`src/rtl/txep_pkg.sv`:
```
package txep_pkg;

  // Number of packets that may wait at once.
  function automatic logic [1:0] slot_limit(logic dbl, int fifo_bytes, int maxp_bytes);
    return (dbl && (fifo_bytes >= 2 * maxp_bytes)) ? 2'd2 : 2'd1;
  endfunction

  // First byte of a packet slot inside the endpoint region.
  function automatic int slot_base(logic slot, int maxp_bytes);
    return slot ? maxp_bytes : 0;
  endfunction

endpackage

```
`src/rtl/txep_ram.sv`:
```
module txep_ram #(
  parameter int DATA_W = 8,
  parameter int ADDR_W = 5
) (
  input  logic              clk,
  input  logic              we,
  input  logic [ADDR_W-1:0] waddr,
  input  logic [DATA_W-1:0] wdata,
  input  logic [ADDR_W-1:0] raddr,
  output logic [DATA_W-1:0] rdata
);
  localparam int DEPTH = 1 << ADDR_W;

  logic [DATA_W-1:0] mem [DEPTH];

  always_ff @(posedge clk) begin
    if (we) mem[waddr] <= wdata;
  end

  assign rdata = mem[raddr];
endmodule

```
`src/rtl/txep_loader.sv`:
```
module txep_loader
  import txep_pkg::*;
#(
  parameter int ADDR_W = 5,
  localparam int PW = ADDR_W + 1
) (
  input  logic              clk,
  input  logic              rst,
  input  logic              wr_en,
  input  logic              rdy_set,
  input  logic              auto_en,
  input  logic              can_load,
  input  logic              two_slots,
  input  logic [PW-1:0]     maxp,
  output logic              wr_ok,
  output logic [ADDR_W-1:0] wr_addr,
  output logic              commit,
  output logic [PW-1:0]     commit_len,
  output logic              commit_slot,
  output logic              partial
);
  logic [PW-1:0] ld_cnt;
  logic [PW-1:0] new_cnt;
  logic          wr_slot;
  logic          auto_hit;

  assign wr_ok       = wr_en && can_load && (ld_cnt < maxp);
  assign new_cnt     = ld_cnt + {{(PW-1){1'b0}}, wr_ok};
  assign auto_hit    = auto_en && wr_ok && (new_cnt == maxp);
  assign commit      = can_load && (rdy_set || auto_hit);
  assign commit_len  = new_cnt;
  assign commit_slot = wr_slot;
  assign partial     = (ld_cnt != '0);
  assign wr_addr     = ADDR_W'(slot_base(wr_slot, int'(maxp)) + int'(ld_cnt));

  always_ff @(posedge clk) begin
    if (rst) begin
      ld_cnt  <= '0;
      wr_slot <= 1'b0;
    end else if (commit) begin
      ld_cnt  <= '0;
      wr_slot <= two_slots ? ~wr_slot : 1'b0;
    end else begin
      ld_cnt  <= new_cnt;
    end
  end

  p_load_bound_r12: assert property (@(posedge clk) disable iff (rst)
    ld_cnt <= maxp);

  p_commit_clears_r4: assert property (@(posedge clk) disable iff (rst)
    commit |=> (ld_cnt == '0));
endmodule

```
`src/rtl/txep_reader.sv`:
```
module txep_reader
  import txep_pkg::*;
#(
  parameter int ADDR_W = 5,
  localparam int PW = ADDR_W + 1
) (
  input  logic              clk,
  input  logic              rst,
  input  logic              rd_en,
  input  logic              done,
  input  logic              ok,
  input  logic              avail,
  input  logic              two_slots,
  input  logic [PW-1:0]     maxp,
  input  logic [PW-1:0]     cur_len,
  output logic [ADDR_W-1:0] rd_addr,
  output logic              rd_slot,
  output logic              pop,
  output logic              rewind
);
  logic [PW-1:0] rd_off;
  logic          adv;

  assign adv     = rd_en && avail && (rd_off < cur_len);
  assign pop     = done && ok && avail;
  assign rewind  = done && !ok && avail;
  assign rd_addr = ADDR_W'(slot_base(rd_slot, int'(maxp)) + int'(rd_off));

  always_ff @(posedge clk) begin
    if (rst) begin
      rd_off  <= '0;
      rd_slot <= 1'b0;
    end else if (pop) begin
      rd_off  <= '0;
      rd_slot <= two_slots ? ~rd_slot : 1'b0;
    end else if (rewind) begin
      rd_off  <= '0;
    end else if (adv) begin
      rd_off  <= rd_off + 1'b1;
    end
  end

  p_retry_restart_r9: assert property (@(posedge clk) disable iff (rst)
    rewind |=> (rd_off == '0) && $stable(rd_slot));

  p_read_bound_r7: assert property (@(posedge clk) disable iff (rst)
    avail |-> (rd_off <= cur_len));
endmodule

```
`src/rtl/usb_txep_buf.sv`:
```
module usb_txep_buf
  import txep_pkg::*;
#(
  parameter int DATA_W   = 8,
  parameter int ADDR_W   = 5,
  parameter int MAXP_RST = 8,
  localparam int PW      = ADDR_W + 1,
  localparam int DEPTH   = 1 << ADDR_W
) (
  input  logic              clk,
  input  logic              rst,
  input  logic [PW-1:0]     cfg_fifo_sz,
  input  logic              cfg_dbl_en,
  input  logic              cfg_auto_en,
  input  logic              maxp_we,
  input  logic [PW-1:0]     maxp_wdata,
  output logic [PW-1:0]     maxp_q,
  output logic              cfg_err,
  input  logic              cpu_wr_en,
  input  logic [DATA_W-1:0] cpu_wr_data,
  input  logic              cpu_pkt_rdy,
  output logic              ep_txrdy,
  output logic              ep_fifo_ne,
  output logic              sie_req,
  output logic [PW-1:0]     sie_len,
  input  logic              sie_rd_en,
  output logic [DATA_W-1:0] sie_rd_data,
  input  logic              sie_done,
  input  logic              sie_ok,
  output logic              tx_irq
);
  logic [1:0]        pkt_cnt;
  logic [1:0]        cap;
  logic              two_slots;
  logic              can_load;
  logic [PW-1:0]     len_q [2];
  logic              wr_ok, commit, commit_slot, partial;
  logic [PW-1:0]     commit_len;
  logic [ADDR_W-1:0] wr_addr, rd_addr;
  logic              rd_slot, pop, rewind;

  assign cap       = slot_limit(cfg_dbl_en, int'(cfg_fifo_sz), int'(maxp_q));
  assign two_slots = (cap == 2'd2);
  assign cfg_err   = (maxp_q > cfg_fifo_sz) || (int'(cfg_fifo_sz) > DEPTH);
  assign can_load  = !cfg_err && (pkt_cnt < cap);

  assign ep_txrdy   = (pkt_cnt == cap);
  assign ep_fifo_ne = (pkt_cnt != 2'd0) || partial;
  assign sie_req    = (pkt_cnt != 2'd0);
  assign sie_len    = len_q[rd_slot];

  txep_loader #(.ADDR_W(ADDR_W)) u_loader (
    .clk        (clk),
    .rst        (rst),
    .wr_en      (cpu_wr_en),
    .rdy_set    (cpu_pkt_rdy),
    .auto_en    (cfg_auto_en),
    .can_load   (can_load),
    .two_slots  (two_slots),
    .maxp       (maxp_q),
    .wr_ok      (wr_ok),
    .wr_addr    (wr_addr),
    .commit     (commit),
    .commit_len (commit_len),
    .commit_slot(commit_slot),
    .partial    (partial)
  );

  txep_reader #(.ADDR_W(ADDR_W)) u_reader (
    .clk      (clk),
    .rst      (rst),
    .rd_en    (sie_rd_en),
    .done     (sie_done),
    .ok       (sie_ok),
    .avail    (sie_req),
    .two_slots(two_slots),
    .maxp     (maxp_q),
    .cur_len  (sie_len),
    .rd_addr  (rd_addr),
    .rd_slot  (rd_slot),
    .pop      (pop),
    .rewind   (rewind)
  );

  txep_ram #(.DATA_W(DATA_W), .ADDR_W(ADDR_W)) u_ram (
    .clk  (clk),
    .we   (wr_ok),
    .waddr(wr_addr),
    .wdata(cpu_wr_data),
    .raddr(rd_addr),
    .rdata(sie_rd_data)
  );

  always_ff @(posedge clk) begin
    if (rst) begin
      pkt_cnt  <= 2'd0;
      tx_irq   <= 1'b0;
      maxp_q   <= PW'(MAXP_RST);
      len_q[0] <= '0;
      len_q[1] <= '0;
    end else begin
      pkt_cnt <= pkt_cnt + {1'b0, commit} - {1'b0, pop};
      tx_irq  <= pop;
      if (maxp_we && !ep_fifo_ne) maxp_q <= maxp_wdata;
      if (commit) len_q[commit_slot] <= commit_len;
    end
  end

  p_slot_limit_r2: assert property (@(posedge clk) disable iff (rst)
    commit |-> (pkt_cnt < cap));

  p_err_blocks_r11: assert property (@(posedge clk) disable iff (rst)
    cfg_err |-> (!commit && !wr_ok));

  p_irq_follows_r8: assert property (@(posedge clk) disable iff (rst)
    pop |=> tx_irq);

  p_irq_single_r8: assert property (@(posedge clk) disable iff (rst)
    (tx_irq && !pop) |=> !tx_irq);

  p_release_step_r8: assert property (@(posedge clk) disable iff (rst)
    (pop && !commit) |=> (pkt_cnt == $past(pkt_cnt) - 2'd1));

  p_maxp_hold_r10: assert property (@(posedge clk) disable iff (rst)
    ep_fifo_ne |=> $stable(maxp_q));
endmodule

```
`config.mk`:
```
export PLATFORM = sky130hd
export DESIGN_NAME = usb_txep_buf
export DESIGN_NICKNAME = d
export VERILOG_FILES = /design/src/rtl/txep_pkg.sv /design/src/rtl/txep_ram.sv /design/src/rtl/txep_loader.sv /design/src/rtl/txep_reader.sv /design/src/rtl/usb_txep_buf.sv
export SDC_FILE = /design/constraint.sdc
export NUM_CORES = 1
export LEC_CHECK = 0
export BUFFER_PORTS_ARGS = -buffer_cell sky130_fd_sc_hd__clkbuf_2
export CORE_MARGIN = 10
export CORE_UTILIZATION = 30
export CTS_CLUSTER_DIAMETER = 150
export CTS_CLUSTER_SIZE = 16
export DETAILED_ROUTE_END_ITERATION = 10
export PLACE_DENSITY = 0.52
export SYNTH_ARGS = -nofsm -noshare
export SYNTH_HDL_FRONTEND = slang
export SYNTH_SLANG_ARGS = --single-unit
```
`constraint.sdc`:
```
create_clock -name clk -period 5.4 [get_ports clk]
set_input_delay 0.54 -clock clk [delete_from_list [all_inputs] [get_ports clk]]
set_output_delay 0.54 -clock clk [all_outputs]
set_load 0.01 [all_outputs]
```
# Yosys cells after proc, flatten, opt, wreduce, memory -nomap -nowiden
# Memories as Yosys holds them, arrays and structs flattened. A register that Yosys moved wholly into a read port is not among the register bits.
# Index checks and enable logic that the tools add are counted.
# W data, S select, Z words.
# word_totals
register_bits	23
elab_cells	68
input_bits	30
n_memories	2
output_inout_bits	25
rom_bits	0
latchBits	0
ramBits	268
# mem_list
name	depth	word_bits	rd	rd_clocked_by_memory_dff	wr	line	rtl
u_ram.mem	32	8	1	0	1	txep_ram.sv:14	logic [DATA_W-1:0] mem [DEPTH];
len_q	2	6	1	1	2	usb_txep_buf.sv:36	logic [PW-1:0] len_q [2];
# op_classes
shift	0
mul	0
bitwise	2
add_sub_neg	6
n_eq_ne	3
n_div	0
reduce_logical	25
n_mux	17
magnitude_cmp	6
# ops
cell	count
$logic_and A1 B1 Y1	14
$mux W1	13
$lt A6 B6 Y1	2
$add A5 B5 Y5	2
$mux W5	2
$ge A6 B7 Y1	1
$add A6 B1 Y6	1
$add A6 B1 Y6 const B	1
$eq A6 B6 Y1	1
$gt A6 B6 Y1	1
$gt A6 B6 Y1 const B	1
$mux W6	1
$reduce_bool A6 Y1	1
$reduce_or A6 Y1	1
$logic_not A1 Y1	3
$logic_or A1 B1 Y1	3
$reduce_or A3 Y1	1
$add A2 B1 Y2	1
$eq A2 B2 Y1	1
$eq A2 B2 Y1 const B	1
$lt A2 B2 Y1	1
$mux W2	1
$not A1 Y1	2
$reduce_bool A2 Y1	1
other kinds (2)	2

# Depth between registers and ports, before layout
# depth
depth_word	17
ltp_mapped	27
mapped_depth_nobuf	26

# Cells and area by module
# From an unflattened synthesis, not the netlist that was laid out.
# hier_totals
cells_unflattened	710
hier_area_um2	12642.1
# by_module_without_submodules
module	cells_each	n_inst	seq_area_each_um2	area_each_um2
txep_ram	409	1	7687.4	9893.2
usb_txep_buf	123	1	540.5	1260.0
txep_loader	102	1	140.1	855.8
txep_reader	76	1	140.1	633.1

# Worst setup path after synthesis
# Ideal clock, no wire load.
# synth_timing
path_type	in2reg
from	input cfg_fifo_sz[2]
to	register pkt_cnt[1]
setup_time_ps	128
required_time_ps	5272
setup_slack_ps	653
t_arrival_ps	4619
path_stages	25
path_buffers	1
cell_sequence	ha_1 > o21ai_0 > a31oi_1 > o21a_1 > o31ai_1 > ha_1 > a21oi_1 > o211ai_1 > nor2_1 > ha_1 > ha_1 > xnor2_1 > xnor2_1 > nand4_1 > nor3_2 > a31oi_2 > nor2_4 > inv_4 > buf_6 > ha_1 > inv_1 > ha_1 > xor2_1 > xnor2_1 > nor2_1
# synth_via
elab_chain_cells	14
word_cells_on_any_way	19
cone_classes	add/sub: 3; order compare: 4; eq/ne: 1; mux: 1; reduce/logical: 10
# synth_rtl
item	line	rtl
start, declared	usb_txep_buf.sv:12	input logic [PW-1:0] cfg_fifo_sz,
$ge A6 B7 Y1	txep_pkg.sv:5	return (dbl && (fifo_bytes >= 2 * maxp_bytes)) ? 2'd2 : 2'd1;
$logic_and A1 B1 Y1	txep_pkg.sv:5	
$mux W2	txep_pkg.sv:5	
$lt A2 B2 Y1	usb_txep_buf.sv:45	assign can_load = !cfg_err && (pkt_cnt < cap);
$logic_and A1 B1 Y1 (*)	usb_txep_buf.sv:45	
$logic_and A1 B1 Y1 (2 in a row)	txep_loader.sv:27	assign wr_ok = wr_en && can_load && (ld_cnt < maxp);
$add A6 B1 Y6	txep_loader.sv:28	assign new_cnt = ld_cnt + {{(PW-1){1'b0}}, wr_ok};
$eq A6 B6 Y1	txep_loader.sv:29	assign auto_hit = auto_en && wr_ok && (new_cnt == maxp);
$logic_and A1 B1 Y1	txep_loader.sv:29	
$logic_or A1 B1 Y1	txep_loader.sv:30	assign commit = can_load && (rdy_set || auto_hit);
$logic_and A1 B1 Y1 (*)	txep_loader.sv:30	
$add A2 B1 Y2 (*)	usb_txep_buf.sv:102	pkt_cnt <= pkt_cnt + {1'b0, commit} - {1'b0, pop};
$sub A2 B1 Y2 (*)	usb_txep_buf.sv:102	
end signal, assigned	usb_txep_buf.sv:102	
end, declared	usb_txep_buf.sv:32	logic [1:0] pkt_cnt;
# Every way passes the cells marked *; elsewhere a longest branch is shown, timed or not.
# A chain may end at the register's enable or synchronous reset.

# Final worst setup path
# layout_timing
from	register maxp_q[2]
to	register pkt_cnt[1]
# layout_via
elab_chain_cells	14
word_cells_on_any_way	19
cone_classes	add/sub: 3; order compare: 4; eq/ne: 1; mux: 1; reduce/logical: 10
# layout_rtl
item	line	rtl
start, declared	usb_txep_buf.sv:17	output logic [PW-1:0] maxp_q,
start signal, assigned	usb_txep_buf.sv:98	maxp_q <= PW'(MAXP_RST);
start signal, assigned	usb_txep_buf.sv:104	if (maxp_we && !ep_fifo_ne) maxp_q <= maxp_wdata;
$ge A6 B7 Y1	txep_pkg.sv:5	
$logic_and A1 B1 Y1	txep_pkg.sv:5	
$mux W2	txep_pkg.sv:5	
$lt A2 B2 Y1	usb_txep_buf.sv:45	
$logic_and A1 B1 Y1	usb_txep_buf.sv:45	
$logic_and A1 B1 Y1 (2 in a row)	txep_loader.sv:27	
$add A6 B1 Y6	txep_loader.sv:28	
$eq A6 B6 Y1	txep_loader.sv:29	
$logic_and A1 B1 Y1	txep_loader.sv:29	
$logic_or A1 B1 Y1	txep_loader.sv:30	
$logic_and A1 B1 Y1 (*)	txep_loader.sv:30	
$add A2 B1 Y2 (*)	usb_txep_buf.sv:102	
$sub A2 B1 Y2 (*)	usb_txep_buf.sv:102	
# Marks and branches as above.

==> out/summary.txt <==
Root buf cell = clkbuf_16
H-tree levels = 1
Max clock buf depth = 3
Synth Cell Area = 12400 µm²
Reg2reg setup slack = 0.50 ns
Gr usage total = 11.0%
Slew headroom = 40.8%
Vias in the first global route = 6360
Synthesized Nets = 747
Diodes inserted = 0
GR Overflow Total = 0
PwrDens = 388 nW/µm²
Hold buffers post-CTS = 0
Cell Rows = 74
DR vias/cell = 4.84
Top cells by count, synth = 268 x edfxtp_1, 80 x mux4_2, 58 x nor2_1
Count of state elements after synthesis = 292
Die footprint = 50000 µm²
Starting Density = 30.4%
Hold Startpoint = maxp_wdata[0]
Met1 Use GR = 15.3%
Max-cap violations = 0
Critical path class = flop to flop
Area of the core = 40900 µm²
I/O pin cnt = 55
Fill cell count = 3902
CTS buffer count = 22
Seq/Total Area, Yosys = 68.6%
Drt first pass iters = 5
Clock group share of total power = 27.8%
Slew @ Worst Pin = 0.885 ns
Detailed placement HPWL = 18.3 mm
Mean Syn Cell Area = 18.3 µm²
Final Non-Filler Cells = 1287
Routed len/inst = 22.0 µm
Pleak = 4.61 nW
Post-synth cell types = 49
Nets = 817
Reg2Reg Depth = 25
Number of enable flip-flop cells after synthesis = 268
Worst hold slack = 0.246 ns
Type of the most critical hold path = input pin to flop
Placer Congestion = 0.772
First-pass GRT wire length = 42.0 mm
DRT antenna net count = 0
CP max FO = 13
Ys async rst share = 0%
Hold path endpoint = maxp_q[0]$_SDFFE_PP0P_
Residual DRC = 0
Post-synthesis instance total = 679
Cell internal pwr = 0.00392 W
R2r startpoint = maxp_q[2]$_SDFFE_PP0P_
Status = complete, no violations
WL final = 28.4 mm
Final period util = 90.8%
Fin. Hold Viols = 0
Sw Ratio = 28.0%
Met2 global-route usage = 17.6%
Synth Warn # = 0
CP Data Arrival Time = 5.29 ns
Switching power = 0.00152 W
Initial antenna violation count = 3
Area taken by multi-input logic gates = 3690 µm²
GR Layer Usage met3 = 2.16%
Worst Skew = 0.0321 ns
Largest net degree at the start of global routing = 65
Clk slew on worst S/H paths = 0.08 ns
Setup Viol. Count Final = 0
First DRT Iteration DRCs = 501
Seq pwr share = 47.3%
Layer with the highest usage = met2
DIE HEIGHT = 224 µm
DP Cell Count = 1257
Post-DP Area = 13400 µm²
Chip Width = 224 µm
Routed via count = 6229
Final Max Slew Viols = 0
Clk sinks = 292
RR Endpoint = pkt_cnt[1]$_SDFF_PP0_
Hold Path Stages = 3
Design area = 14000 µm²
Area contributors post-synth = edfxtp_1 65%, mux4_2 14%, dfxtp_1 3.9%
CP required = 5.79 ns
Yosys top cell by area = edfxtp_1
Setup crit end kind = flop
Register Area = 8530 µm²
Post-layout min period = 4.90 ns
PortBufs = 54
Count leader, synth = edfxtp_1
Top_reg_cell synth = edfxtp_1
Clk_lat worst skew = 0.53 ns
Share of layout cells above drive strength 1 = 26.0%
Setup TNS = 0 ns
Peak supply drop = 0.000198 V
Post-synth top area share = 64.7%
Area growth, synth to finish = 12.5%
Peak Freq = 0.204 GHz
TritonCTS clock tree = done
Unrepaired setup endpoints after global routing = false
Kind of start point of the critical path = flop
Combinational share of power = 24.9%
-- cells in the final DEF (no fill, tap or decap), drive strengths merged, types with 14 or more instances in the layout --
master    n
edfxtp  268
inv      28
dfxtp    24
mux4     80
nor2     59
nand2    18
clkbuf   82
xor2     14
buf      15
ha       36
xnor2    15
-- repair_timing --
action,in CTS,in global routing
gates resized for setup,0,2
buffers inserted,0,0
endpoints found under the setup margin,0,2
endpoints found under the hold margin,0,0
-- power groups by stage --
stage	Clock, W	Sequential [W]	Combinational [W]
after floorplan	0	0.00261	0.000938
after global placement	0	0.00262	0.00138
after detailed placement	0	0.00262	0.00138
after CTS	0.00156	0.00257	0.00139
after global routing	0.00163	0.00258	0.00148
final	0.00151	0.00257	0.00135
-- worst max-delay path by stage --
| stage | endpoint | startpoint | cells after the start | slack [ns] |
|---|---|---|---|---|
| 2_1_floorplan | pkt_cnt[1]$_SDFF_PP0_ | cfg_fifo_sz[2] | 25 | 0.65 |
| 4_1_cts | pkt_cnt[1]$_SDFF_PP0_ | maxp_q[2]$_SDFFE_PP0P_ | 25 | 0.24 |
| 3_5_place_dp | pkt_cnt[1]$_SDFF_PP0_ | cfg_fifo_sz[2] | 25 | 0.13 |
| 3_3_place_gp | pkt_cnt[1]$_SDFF_PP0_ | cfg_fifo_sz[2] | 25 | 0.28 |
| 6_report | pkt_cnt[1]$_SDFF_PP0_ | maxp_q[2]$_SDFFE_PP0P_ | 25 | 0.50 |
| 5_1_grt | pkt_cnt[1]$_SDFF_PP0_ | maxp_q[2]$_SDFFE_PP0P_ | 25 | 0.04 |
-- worst max-delay path: stages (launching register included) --
cell	delay (ns)
dfxtp_1	0.42
inv_1	0.15
ha_1	0.29
o21ai_0	0.07
a31oi_1	0.06
o21a_1	0.19
o31ai_2	0.33
ha_1	0.32
a21oi_1	0.14
o211ai_1	0.15
nor2_2	0.18
ha_1	0.22
ha_1	0.20
xnor2_1	0.24
xnor2_1	0.17
nand4_1	0.11
nor3_2	0.16
a31oi_2	0.16
nor2_4	0.25
inv_4	0.11
ha_1	0.30
inv_1	0.06
ha_1	0.14
xor2_1	0.17
xnor2_1	0.14
nor2_1	0.05
-- kinds of logic after synthesis --
logic type      Yosys count  synth area share, %
flops                   292                 68.6
compound gates           39                 2.07
mux                     100                 16.2
xor+xnor                 29                 2.10
fa+ha+maj                38                 3.94
simple gates            130                 5.10
buf+inv                  51                 2.05
-- through the flow --
stage | total power [W] | util (%) | worst slack [ns]
after global routing | 0.00569 | 34.2 | 0.0434
after global placement | 0.00400 | 32.7 | 0.278
after CTS | 0.00552 | 34.2 | 0.240
after floorplan | 0.00355 | - | 0.653
final | 0.00544 | 34.2 | 0.497
after detailed placement | 0.00401 | 32.7 | 0.128
-- layout make-up --
class	count	area share, %
clock buffers	28	4.09
repair buffers	69	2.82
flip-flops and latches	292	60.9
multi-input cells	336	26.4
well taps	532	4.76
inverters	28	0.769
clock inverters	2	0.232
-- routing by layer --
layer  vias to the layer above  part of all wire, %  routed length, µm
met5                         -                 0.11                 30
met4                         6                  1.7                477
met3                        36                  4.7               1320
met2                       138                   47              13300
met1                      3223                   47              13200
li1                       2826                    -                  -
-- flip-flops by register name, indices dropped and copies added, names as in the netlist, named ones only --
name	flops
u_loader.commit_slot	1
pkt_cnt	2
u_reader.rd_slot	1
u_loader.ld_cnt	6
tx_irq	1
u_reader.rd_off	6
maxp_q	6
u_ram.mem	256
len_q	12
No activity file was read; power rests on OpenSTA's default activity.
